**config.mk**
```make
export PLATFORM = sky130hd
export DESIGN_NAME = page_layout_seq
export DESIGN_NICKNAME = d
export VERILOG_FILES = /design/src/rtl/page_layout_pkg.sv /design/src/rtl/page_layout_cfg.sv /design/src/rtl/page_layout_ecclen.sv /design/src/rtl/page_layout_seq.sv
export SDC_FILE = /design/constraint.sdc
export NUM_CORES = 1
export LEC_CHECK = 0
export BUFFER_PORTS_ARGS = -buffer_cell sky130_fd_sc_hd__buf_4
export CORE_MARGIN = 1
export CORE_UTILIZATION = 63
export CTS_CLUSTER_DIAMETER = 60
export DETAILED_ROUTE_END_ITERATION = 8
export PLACE_DENSITY = 0.85
export SETUP_SLACK_MARGIN = 0.02
export SYNTH_ARGS = -nofsm -noshare
export SYNTH_HDL_FRONTEND = slang
export SYNTH_HIERARCHICAL = 1
export SYNTH_SLANG_ARGS = --single-unit
```
**constraint.sdc**
```tcl
create_clock -name clk -period 8.74 [get_ports clk]
set_input_delay 1.748 -clock clk [delete_from_list [all_inputs] [get_ports clk]]
set_output_delay 1.748 -clock clk [all_outputs]
set_load 0.02 [all_outputs]
```
**src/rtl/page_layout_pkg.sv**
```systemverilog
package page_layout_pkg;

    typedef enum logic [1:0] {
        TAG_META = 2'd0,
        TAG_DATA = 2'd1,
        TAG_ECC  = 2'd2,
        TAG_MARK = 2'd3
    } tag_e;

    typedef enum logic [2:0] {
        S_IDLE,
        S_META,
        S_DATA,
        S_ECC,
        S_MARK,
        S_TAIL,
        S_LECC
    } state_e;

    localparam int FIELD_ORDER = 15;

endpackage

```
**src/rtl/page_layout_cfg.sv**
```systemverilog
module page_layout_cfg #(
    parameter int STEP_W = 8,
    parameter int META_W = 8,
    parameter int SIZE_W = 16,
    parameter int STR_W  = 8,
    parameter int MARK_W = 8
) (
    input  logic              clk,
    input  logic              rst_n,
    input  logic              load,
    input  logic [STEP_W-1:0] in_steps,
    input  logic [META_W-1:0] in_meta,
    input  logic [SIZE_W-1:0] in_pkt,
    input  logic [STR_W-1:0]  in_strength,
    input  logic [SIZE_W-1:0] in_mark_off,
    input  logic [MARK_W-1:0] in_mark_len,
    output logic [STEP_W-1:0] steps_q,
    output logic [META_W-1:0] meta_q,
    output logic [SIZE_W-1:0] pkt_q,
    output logic [STR_W-1:0]  strength_q,
    output logic [SIZE_W-1:0] mark_off_q,
    output logic [MARK_W-1:0] mark_len_q
);

    typedef struct packed {
        logic [STEP_W-1:0] steps;
        logic [META_W-1:0] meta;
        logic [SIZE_W-1:0] pkt;
        logic [STR_W-1:0]  strength;
        logic [SIZE_W-1:0] mark_off;
        logic [MARK_W-1:0] mark_len;
    } cfg_t;

    cfg_t cfg_d, cfg_q;

    always_comb begin
        cfg_d = cfg_q;
        if (load) begin
            cfg_d.steps    = in_steps;
            cfg_d.meta     = in_meta;
            cfg_d.pkt      = in_pkt;
            cfg_d.strength = in_strength;
            cfg_d.mark_off = in_mark_off;
            cfg_d.mark_len = in_mark_len;
        end
    end

    always_ff @(posedge clk or negedge rst_n) begin
        if (!rst_n) cfg_q <= '0;
        else        cfg_q <= cfg_d;
    end

    assign steps_q    = cfg_q.steps;
    assign meta_q     = cfg_q.meta;
    assign pkt_q      = cfg_q.pkt;
    assign strength_q = cfg_q.strength;
    assign mark_off_q = cfg_q.mark_off;
    assign mark_len_q = cfg_q.mark_len;

endmodule

```
**src/rtl/page_layout_ecclen.sv**
```systemverilog
module page_layout_ecclen
    import page_layout_pkg::*;
#(
    parameter int STR_W = 8,
    parameter int ECC_W = STR_W + 1
) (
    input  logic [STR_W-1:0] strength,
    output logic [ECC_W-1:0] ecc_len
);

    // strength * 15 needs four extra bits; rounding up adds 7 before the shift
    localparam int PROD_W = STR_W + 4;

    logic [PROD_W-1:0] product;
    logic [PROD_W-1:0] rounded;

    always_comb begin
        product = PROD_W'(strength) * PROD_W'(FIELD_ORDER);
        rounded = product + PROD_W'(7);
        ecc_len = ECC_W'(rounded >> 3);
    end

endmodule

```
**src/rtl/page_layout_seq.sv**
```systemverilog
module page_layout_seq
    import page_layout_pkg::*;
#(
    parameter int STEP_W = 8,
    parameter int META_W = 8,
    parameter int SIZE_W = 16,
    parameter int STR_W  = 8,
    parameter int MARK_W = 8
) (
    input  logic              clk,
    input  logic              rst_n,
    input  logic              start,
    input  logic [STEP_W-1:0] cfg_steps,
    input  logic [META_W-1:0] cfg_meta,
    input  logic [SIZE_W-1:0] cfg_pkt,
    input  logic [STR_W-1:0]  cfg_strength,
    input  logic [SIZE_W-1:0] cfg_mark_off,
    input  logic [MARK_W-1:0] cfg_mark_len,
    input  logic              accept,
    output logic              valid,
    output logic [1:0]        tag,
    output logic [STEP_W-1:0] pkt_idx,
    output logic [SIZE_W-1:0] offset,
    output logic              last
);

    localparam int ECC_W = STR_W + 1;
    localparam int POS_W = SIZE_W + 1;

    typedef struct packed {
        state_e            st;
        logic [STEP_W-1:0] pkt;
        logic [SIZE_W-1:0] off;
        logic [MARK_W-1:0] moff;
        logic [POS_W-1:0]  pos;
        logic              mdone;
    } seq_t;

    seq_t seq_d, seq_q;

    logic              load;
    logic              fire;
    logic [STEP_W-1:0] steps_q;
    logic [META_W-1:0] meta_q;
    logic [SIZE_W-1:0] pkt_q;
    logic [STR_W-1:0]  strength_q;
    logic [SIZE_W-1:0] mark_off_q;
    logic [MARK_W-1:0] mark_len_q;
    logic [ECC_W-1:0]  ecc_len;

    logic [SIZE_W-1:0] meta_end;
    logic [SIZE_W-1:0] pkt_end;
    logic [SIZE_W-1:0] ecc_end;
    logic [MARK_W-1:0] mark_end;
    logic [STEP_W-1:0] last_pkt;
    logic              hit_mark;

    assign load = (seq_q.st == S_IDLE) && start;
    assign fire = (seq_q.st != S_IDLE) && accept;

    page_layout_cfg #(
        .STEP_W(STEP_W), .META_W(META_W), .SIZE_W(SIZE_W),
        .STR_W(STR_W),   .MARK_W(MARK_W)
    ) u_cfg (
        .clk         (clk),
        .rst_n       (rst_n),
        .load        (load),
        .in_steps    (cfg_steps),
        .in_meta     (cfg_meta),
        .in_pkt      (cfg_pkt),
        .in_strength (cfg_strength),
        .in_mark_off (cfg_mark_off),
        .in_mark_len (cfg_mark_len),
        .steps_q     (steps_q),
        .meta_q      (meta_q),
        .pkt_q       (pkt_q),
        .strength_q  (strength_q),
        .mark_off_q  (mark_off_q),
        .mark_len_q  (mark_len_q)
    );

    page_layout_ecclen #(.STR_W(STR_W), .ECC_W(ECC_W)) u_ecclen (
        .strength (strength_q),
        .ecc_len  (ecc_len)
    );

    always_comb begin
        meta_end = SIZE_W'(meta_q) - SIZE_W'(1);
        pkt_end  = pkt_q - SIZE_W'(1);
        ecc_end  = SIZE_W'(ecc_len) - SIZE_W'(1);
        mark_end = mark_len_q - MARK_W'(1);
        last_pkt = steps_q - STEP_W'(1);
        // the byte now presented sits at physical position pos; the marker
        // follows it when the next position equals the marker offset
        hit_mark = !seq_q.mdone && ((seq_q.pos + POS_W'(1)) == {1'b0, mark_off_q});
    end

    always_comb begin
        seq_d = seq_q;
        if (load) begin
            seq_d.st    = (cfg_meta == '0) ? S_DATA : S_META;
            seq_d.pkt   = '0;
            seq_d.off   = '0;
            seq_d.moff  = '0;
            seq_d.pos   = '0;
            seq_d.mdone = 1'b0;
        end else if (fire) begin
            seq_d.pos = seq_q.pos + POS_W'(1);
            case (seq_q.st)
                S_META: begin
                    if (seq_q.off == meta_end) begin
                        seq_d.st  = S_DATA;
                        seq_d.off = '0;
                    end else begin
                        seq_d.off = seq_q.off + SIZE_W'(1);
                    end
                end
                S_DATA: begin
                    if (hit_mark) begin
                        seq_d.st   = S_MARK;
                        seq_d.off  = seq_q.off + SIZE_W'(1);
                        seq_d.moff = '0;
                    end else if (seq_q.off == pkt_end) begin
                        seq_d.st  = (seq_q.pkt == last_pkt) ? S_LECC : S_ECC;
                        seq_d.off = '0;
                    end else begin
                        seq_d.off = seq_q.off + SIZE_W'(1);
                    end
                end
                S_ECC: begin
                    if (seq_q.off == ecc_end) begin
                        seq_d.st  = S_DATA;
                        seq_d.pkt = seq_q.pkt + STEP_W'(1);
                        seq_d.off = '0;
                    end else begin
                        seq_d.off = seq_q.off + SIZE_W'(1);
                    end
                end
                S_MARK: begin
                    if (seq_q.moff == mark_end) begin
                        seq_d.mdone = 1'b1;
                        if (seq_q.off == pkt_q) begin
                            seq_d.st  = S_LECC;
                            seq_d.off = '0;
                        end else begin
                            seq_d.st = S_TAIL;
                        end
                    end else begin
                        seq_d.moff = seq_q.moff + MARK_W'(1);
                    end
                end
                S_TAIL: begin
                    if (seq_q.off == pkt_end) begin
                        seq_d.st  = S_LECC;
                        seq_d.off = '0;
                    end else begin
                        seq_d.off = seq_q.off + SIZE_W'(1);
                    end
                end
                S_LECC: begin
                    if (seq_q.off == ecc_end) begin
                        seq_d.st = S_IDLE;
                    end else begin
                        seq_d.off = seq_q.off + SIZE_W'(1);
                    end
                end
                default: seq_d.st = S_IDLE;
            endcase
        end
    end

    always_ff @(posedge clk or negedge rst_n) begin
        if (!rst_n) begin
            seq_q    <= '0;
            seq_q.st <= S_IDLE;
        end else begin
            seq_q <= seq_d;
        end
    end

    always_comb begin
        valid   = (seq_q.st != S_IDLE);
        pkt_idx = seq_q.pkt;
        offset  = (seq_q.st == S_MARK) ? SIZE_W'(seq_q.moff) : seq_q.off;
        last    = (seq_q.st == S_LECC) && (seq_q.off == ecc_end);
        case (seq_q.st)
            S_META:         tag = TAG_META;
            S_ECC, S_LECC:  tag = TAG_ECC;
            S_MARK:         tag = TAG_MARK;
            default:        tag = TAG_DATA;
        endcase
    end

endmodule

```
# [Yosys cells after proc, flatten, opt, wreduce, memory -nomap -nowiden]
# Cells that the tools add are included.
[totals] ff_bits=117 in_bits=68
[classes] add_sub_neg=10 multipliers=1 n_mux=29 n_reduce_logical=21 n_eq_ne=23
[op_table] cell="2-to-1 mux 16 bit" count=8
[op_table] cell="2-to-1 mux 53 bit" count=2
[op_table] cell="case mux 16 bit (6 select lines)" count=1
[op_table] cell="== test 16 bit" count=4
[op_table] cell="!= test 3 bit, second input constant" count=9
[op_table] cell="2-to-1 mux 8 bit" count=3
[op_table] cell="2-to-1 mux 3 bit" count=7
[op_table] cell="case mux 3 bit (6 select lines)" count=1
[op_table] cell="adder 17 x 1 -> 17 bit, second input constant" count=1
[op_table] cell="== test 17 x 16 -> 1 bit" count=1
[op_table] cell="adder 16 x 1 -> 16 bit, second input constant" count=1
[op_table] cell="adder 8 x 1 -> 8 bit, second input constant" count=2
[op_table] cell="== test 8 bit" count=2
[op_table] cell="case mux 8 bit (2 select lines)" count=1
[op_table] cell="subtractor 16 x 1 -> 16 bit, second input constant" count=1
[op_table] cell="subtractor 8 x 1 -> 8 bit, second input constant" count=2
[op_table] cell="adder 12 x 3 -> 12 bit, second input constant" count=1
[op_table] cell="multiplier 8 x 4 -> 12 bit, second input constant" count=1
[op_table] cell="2-to-1 mux 11 bit" count=1
[op_table] cell="nonzero test 2 bit" count=5
[op_table] cell="subtractor 9 x 1 -> 10 bit, second input constant" count=1
[op_table] cell="== test 3 bit, second input constant" count=3
[op_table] cell="subtractor 8 x 1 -> 9 bit, second input constant" count=1
[op_table] cell="zero test 8 bit" count=1
[op_table] cell="16 further kinds" count=24

# [Longest topological paths before layout]
[depth] word_depth=8 depth_mapped=22

# [Modules after synthesis]
# The synthesis kept the hierarchy.
[by_module_without_submodules] mod="page_layout_seq" cells_per_inst=707 instances=1 area_per_inst_um2=5391.4 seq_area_each_um2=1326.3
[by_module_without_submodules] mod="page_layout_cfg" cells_per_inst=135 instances=1 area_per_inst_um2=2678.8 seq_area_each_um2=1601.5
[by_module_without_submodules] mod="page_layout_ecclen" cells_per_inst=103 instances=1 area_per_inst_um2=934.6 seq_area_each_um2=0.0

# [Least setup slack after synthesis]
# No wires, ideal clock.
[synth_path] path_type="register to output" startpoint="register u_cfg.cfg_q (netlist bit u_cfg/strength_q[5])" endpoint="output last" path_stages_with_launch=17 n_path_buf=0 t_required_ps=6992 arrival_ps=4702 path_slack_ps=2290 path_cell_list="dfrtp_1 > inv_1 > fa_1 > inv_1 > fa_1 > ha_1 > ha_1 > a21o_2 > a221oi_2 > nand2b_1 > xor2_1 > or3_1 > or4_1 > and3_1 > a21oi_1 > nand3_1 > nor3_1"
[synth_via] elab_chain_len=5
[synth_lines] element="from (decl)" line_no="page_layout_cfg.sv:34" source="cfg_t cfg_d, cfg_q;"
[synth_lines] element="from (signal assigned)" line_no="page_layout_cfg.sv:50" source="else cfg_q <= cfg_d;"
[synth_lines] element="multiplier 8 x 4 -> 12 bit" line_no="page_layout_ecclen.sv:18" source="product = PROD_W'(strength) * PROD_W'(FIELD_ORDER);"
[synth_lines] element="adder 12 x 3 -> 12 bit" line_no="page_layout_ecclen.sv:19" source="rounded = product + PROD_W'(7);"
[synth_lines] element="named net ecc_len[5]" line_no="page_layout_seq.sv:49" source="logic [ECC_W-1:0] ecc_len;"
[synth_lines] element="subtractor 9 x 1 -> 10 bit" line_no="page_layout_seq.sv:90" source="ecc_end = SIZE_W'(ecc_len) - SIZE_W'(1);"
[synth_lines] element="== test 16 bit" line_no="page_layout_seq.sv:185" source="last = (seq_q.st == S_LECC) && (seq_q.off == ecc_end);"
[synth_lines] element="logical AND 1 bit" line_no="page_layout_seq.sv:185"
[synth_lines] element="to (decl)" line_no="page_layout_seq.sv:24" source="output logic last"
# The timed path passes the listed nets, and every way through them passes these cells.

# [Worst setup path in the final report]
# Ends and elaborated chain as after synthesis.

==> flow_metrics.py <==
metrics = {
    "grt": {
        "grt_pass1_vias": 7032,
        "track_usage_pct": 30.0,
        "antenna_found_initial": 0,
        "grt_overflow": 0,
        "grt_max_degree": 61,
        "grt_pass1_wl_mm": 34.6,
    },
    "worst_setup_path": {
        "cp_slowest_stage_delay_ns": 0.52,
        "crit_chain": "inv_1 > fa_1 > inv_1 > fa_1 > ha_1 > ha_1 > a21o_2 > a221oi_2 > nand2b_1 > xor2_1 > or3_1 > or4_1 > and3_1 > a21oi_1 > nand3_1 > nor3_1 > buf_4",
        "worstSetupStartpointType": "register",
        "crit_required_ns": 6.99,
        "crit_path_top_delay_cell": "fa_1",
        "worst-setup-path-type": "reg -> out",
        "worstPathMaxFanout": 5,
        "critPathArrivalTime_ns": 5.35,
        "cp-end-kind": "output pin",
    },
    "sta": {
        "maxSlewViolCount": 0,
        "fin_skew_ns": 0.0125,
        "post-route-period-util_pct": 81.2,
        "finalCriticalPeriod_ns": 7.10,
        "hold_ws_ns": 0.527,
        "hold_viol_final": 0,
        "finalSetupViolCount": 0,
        "maxSlewHeadroom_pct": 18.0,
        "worst_slew_pin_slew_ns": 1.23,
        "worst_slack_ns": 1.64,
        "clock.fmax_mhz": 141,
        "fin_tns_setup_ns": 0,
        "rsz0062_at_grt": "no",
    },
    "logic_synthesis": {
        "synth-seq-cells": 117,
        "synth_warnings": 6,
        "syn-num-nets": 1057,
        "syn-cell-area_um2": 9000,
        "synthSimpleGateAreaFrac_pct": 18.6,
        "synth_fa_ha_area_share_pct": 7.11,
        "ys.flop_type": "dfrtp_1",
        "async_reset_ff_share_pct": 100,
        "synth_mux_area_share_pct": 12.3,
        "synth-compound-area-share_pct": 12.7,
        "syn_inst": 945,
        "synth_top_family_by_area": "simple AND/OR/NAND/NOR gates",
        "synth_xor_area_share_pct": 10.7,
        "synth_edf_count": 0,
        "ys_seq_area_share_pct": 32.5,
        "ys_types": 77,
        "avgSynthCellArea_um2": 9.53,
    },
    "floorplan": {
        "die_area_um2": 14800,
        "die_y_um": 122,
        "rows": 43,
        "pin_count": 96,
        "fp.dieW_um": 122,
        "core_area_um2": 13900,
        "initial_utilization_pct": 64.6,
    },
    "layout": {
        "nets": 1113,
        "area_growth_pct": 13.5,
        "drive_above_1_share_pct": 21.0,
        "antenna_cells": 0,
    },
    "placed_design": {
        "post-place-ws_ns": 2.13,
        "gp_congestion": 0.878,
        "port-buffer-count": 95,
        "dpl.hpwl_mm": 14.7,
    },
    "clocking": {
        "cts_inserted_buffers": 17,
        "cts_hold_buffers": 0,
        "cts_resized": 0,
        "htreeDepth": 4,
        "clk_latency_ns": 0.42,
        "cts.sinks": 117,
        "cts_tree": "built",
        "clockBufferDepth": 2,
        "cts_setup_buffers": 0,
        "clk_pin_slew_ns": 0.05,
        "clockRootBuffer": "clkbuf_16",
    },
    "drt": {
        "drc_errors": 0,
        "dr.pass1.iters": 7,
        "ant_nets": 0,
        "num_vias": 7379,
        "wl_mm": 21.5,
        "drt_iter0_markers": 588,
        "via_per_inst": 6.19,
        "drt-wirelength-per-cell_um": 18.0,
    },
    "status": {
        "outcome": "completed",
    },
    "flow_run": {
        "drv_cap": 0,
    },
    "worst_hold_path": {
        "hp-class": "reg -> reg",
    },
}
==> metal layers <==
| layer | wire [um] | vias up | GRT usage [%] |
|---|---|---|---|
| met2 | 10500 | 300 | 49.7 |
| met5 | 0 | - | 0 |
| met4 | 618 | 0 | 12.9 |
| li1 | - | 3459 | - |
| met1 | 9030 | 3565 | 38.1 |
| met3 | 1330 | 55 | 5.95 |
==> flip-flops by register name, summed over array words and instances (netlist names) <==
signal,cells
pkt_idx,8
u_cfg/mark_off_q,16
u_cfg/steps_q,8
u_cfg/pkt_q,16
seq_q,45
u_cfg/strength_q,8
u_cfg/meta_q,8
u_cfg/mark_len_q,8
==> path summary, 6_finish.rpt <==
kind,from,end,slack (ns),cells after the start
worst max-delay path,u_cfg/strength_q[5],last,1.64,17
worst min-delay path,u_cfg/strength_q[3],u_cfg/strength_q[3],0.53,1
worst max register to register,u_cfg/strength_q[5],seq_q[29],2.39,20
worst min register to register,u_cfg/strength_q[3],u_cfg/strength_q[3],0.53,1
max in group asynchronous,rst_n,u_cfg/strength_q[7],6.11,2
min in group asynchronous,rst_n,u_cfg/steps_q[4],1.39,1
==> logic make-up (layout without fill, tap and decap cells) <==
family / after synthesis / after routing
AOI/OAI and AO/OA: 166 / 166
xor gates and xnor gates: 108 / 108
adders and majority gates: 44 / 44
buffers and inverters: 105 / 173
DFF: 117 / 117
muxes: 80 / 80
and+or+nand+nor: 325 / 325
==> final cells by class <==
type	count	area (um2)
multi-input combinational	723	5530
fill	989	3710
sequential	117	2930
timing repair buffer	98	736
clock buffer	21	460
tap	180	225
clock inverter	10	178
inverter	44	168
==> synthesized netlist by cell type (4+ instances only) <==
master,instances,area share [%]
o21a_1,4,0.33
a31oi_1,6,0.42
nor2_1,65,2.7
fa_1,12,2.7
or3_1,12,0.83
o22ai_1,8,0.56
nor4_1,19,1.3
ha_1,32,4.4
a21oi_1,20,1.1
buf_2,8,0.44
o21ai_0,51,2.8
o31ai_1,18,1.5
mux2_4,60,10
and2_0,4,0.28
a211oi_1,6,0.50
mux2i_1,13,1.4
nand4_1,17,1.2
nor2b_1,8,0.56
nor3b_1,5,0.42
buf_4,8,0.67
a21o_1,4,0.33
nor3_1,25,1.4
buf_12,6,1.3
mux2_2,7,0.88
clkbuf_1,34,1.4
a22o_1,9,0.88
and2_1,15,1.0
nand2_1,73,3.0
o211ai_1,5,0.42
nand2b_1,9,0.63
nand3_1,33,1.8
dfrtp_1,117,33
xor2_1,39,3.8
nand3b_1,4,0.33
inv_1,43,1.8
xnor2_1,68,6.6
and3_1,13,0.90
or4_1,8,0.67
==> worst max-delay path, delay by kind of cell, from the launching register on <==
family / cells / cell delay (ns)
AO/OA/AOI/OAI: 3 / 0.68
XOR/XNOR: 1 / 0.20
adder cells (fa/ha/maj): 4 / 1.70
buffers and inverters: 3 / 0.41
flip-flops: 1 / 0.43
AND/OR/NAND/NOR: 6 / 1.51
==> cell usage in the layout (no fill, tap or decap), types with 6 or more instances in the layout <==
| cell | synthesis | layout |
|---|---|---|
| xnor2_1 | 68 | 68 |
| and3_1 | 13 | 13 |
| inv_1 | 43 | 43 |
| dfrtp_1 | 117 | 117 |
| xor2_1 | 39 | 39 |
| a21oi_1 | 20 | 20 |
| nand2_1 | 73 | 73 |
| nor3_1 | 25 | 25 |
| o31ai_1 | 18 | 18 |
| o21ai_0 | 51 | 51 |
| ha_1 | 32 | 32 |
| or4_1 | 8 | 8 |
| nor2_1 | 65 | 65 |
| o22ai_1 | 8 | 8 |
| clkbuf_16 | 0 | 17 |
| nor4_1 | 19 | 19 |
| a22o_1 | 9 | 9 |
| and2_1 | 15 | 15 |
| nand4_1 | 17 | 17 |
| mux2_2 | 7 | 7 |
| nor2b_1 | 8 | 8 |
| a31oi_1 | 6 | 6 |
| buf_4 | 8 | 98 |
| mux2i_1 | 13 | 13 |
| a211oi_1 | 6 | 6 |
| fa_1 | 12 | 12 |
| nand3_1 | 33 | 33 |
| nand2b_1 | 9 | 9 |
| or3_1 | 12 | 12 |
| mux2_4 | 60 | 60 |
==> through the flow <==
step | instances | instance area, um2 | util, %
floorplan | 945 | 9000 | -
CTS | 1193 | 10200 | 73.4
global route | 1193 | 10200 | 73.4
finish | 1193 | 10200 | 73.4
global placement | 1162 | 9580 | 68.8
detailed placement | 1162 | 9580 | 68.8
Power is left out: the tool's default activity adds up to more than one toggle a clock period on the data nets, which glitch-free logic cannot reach.
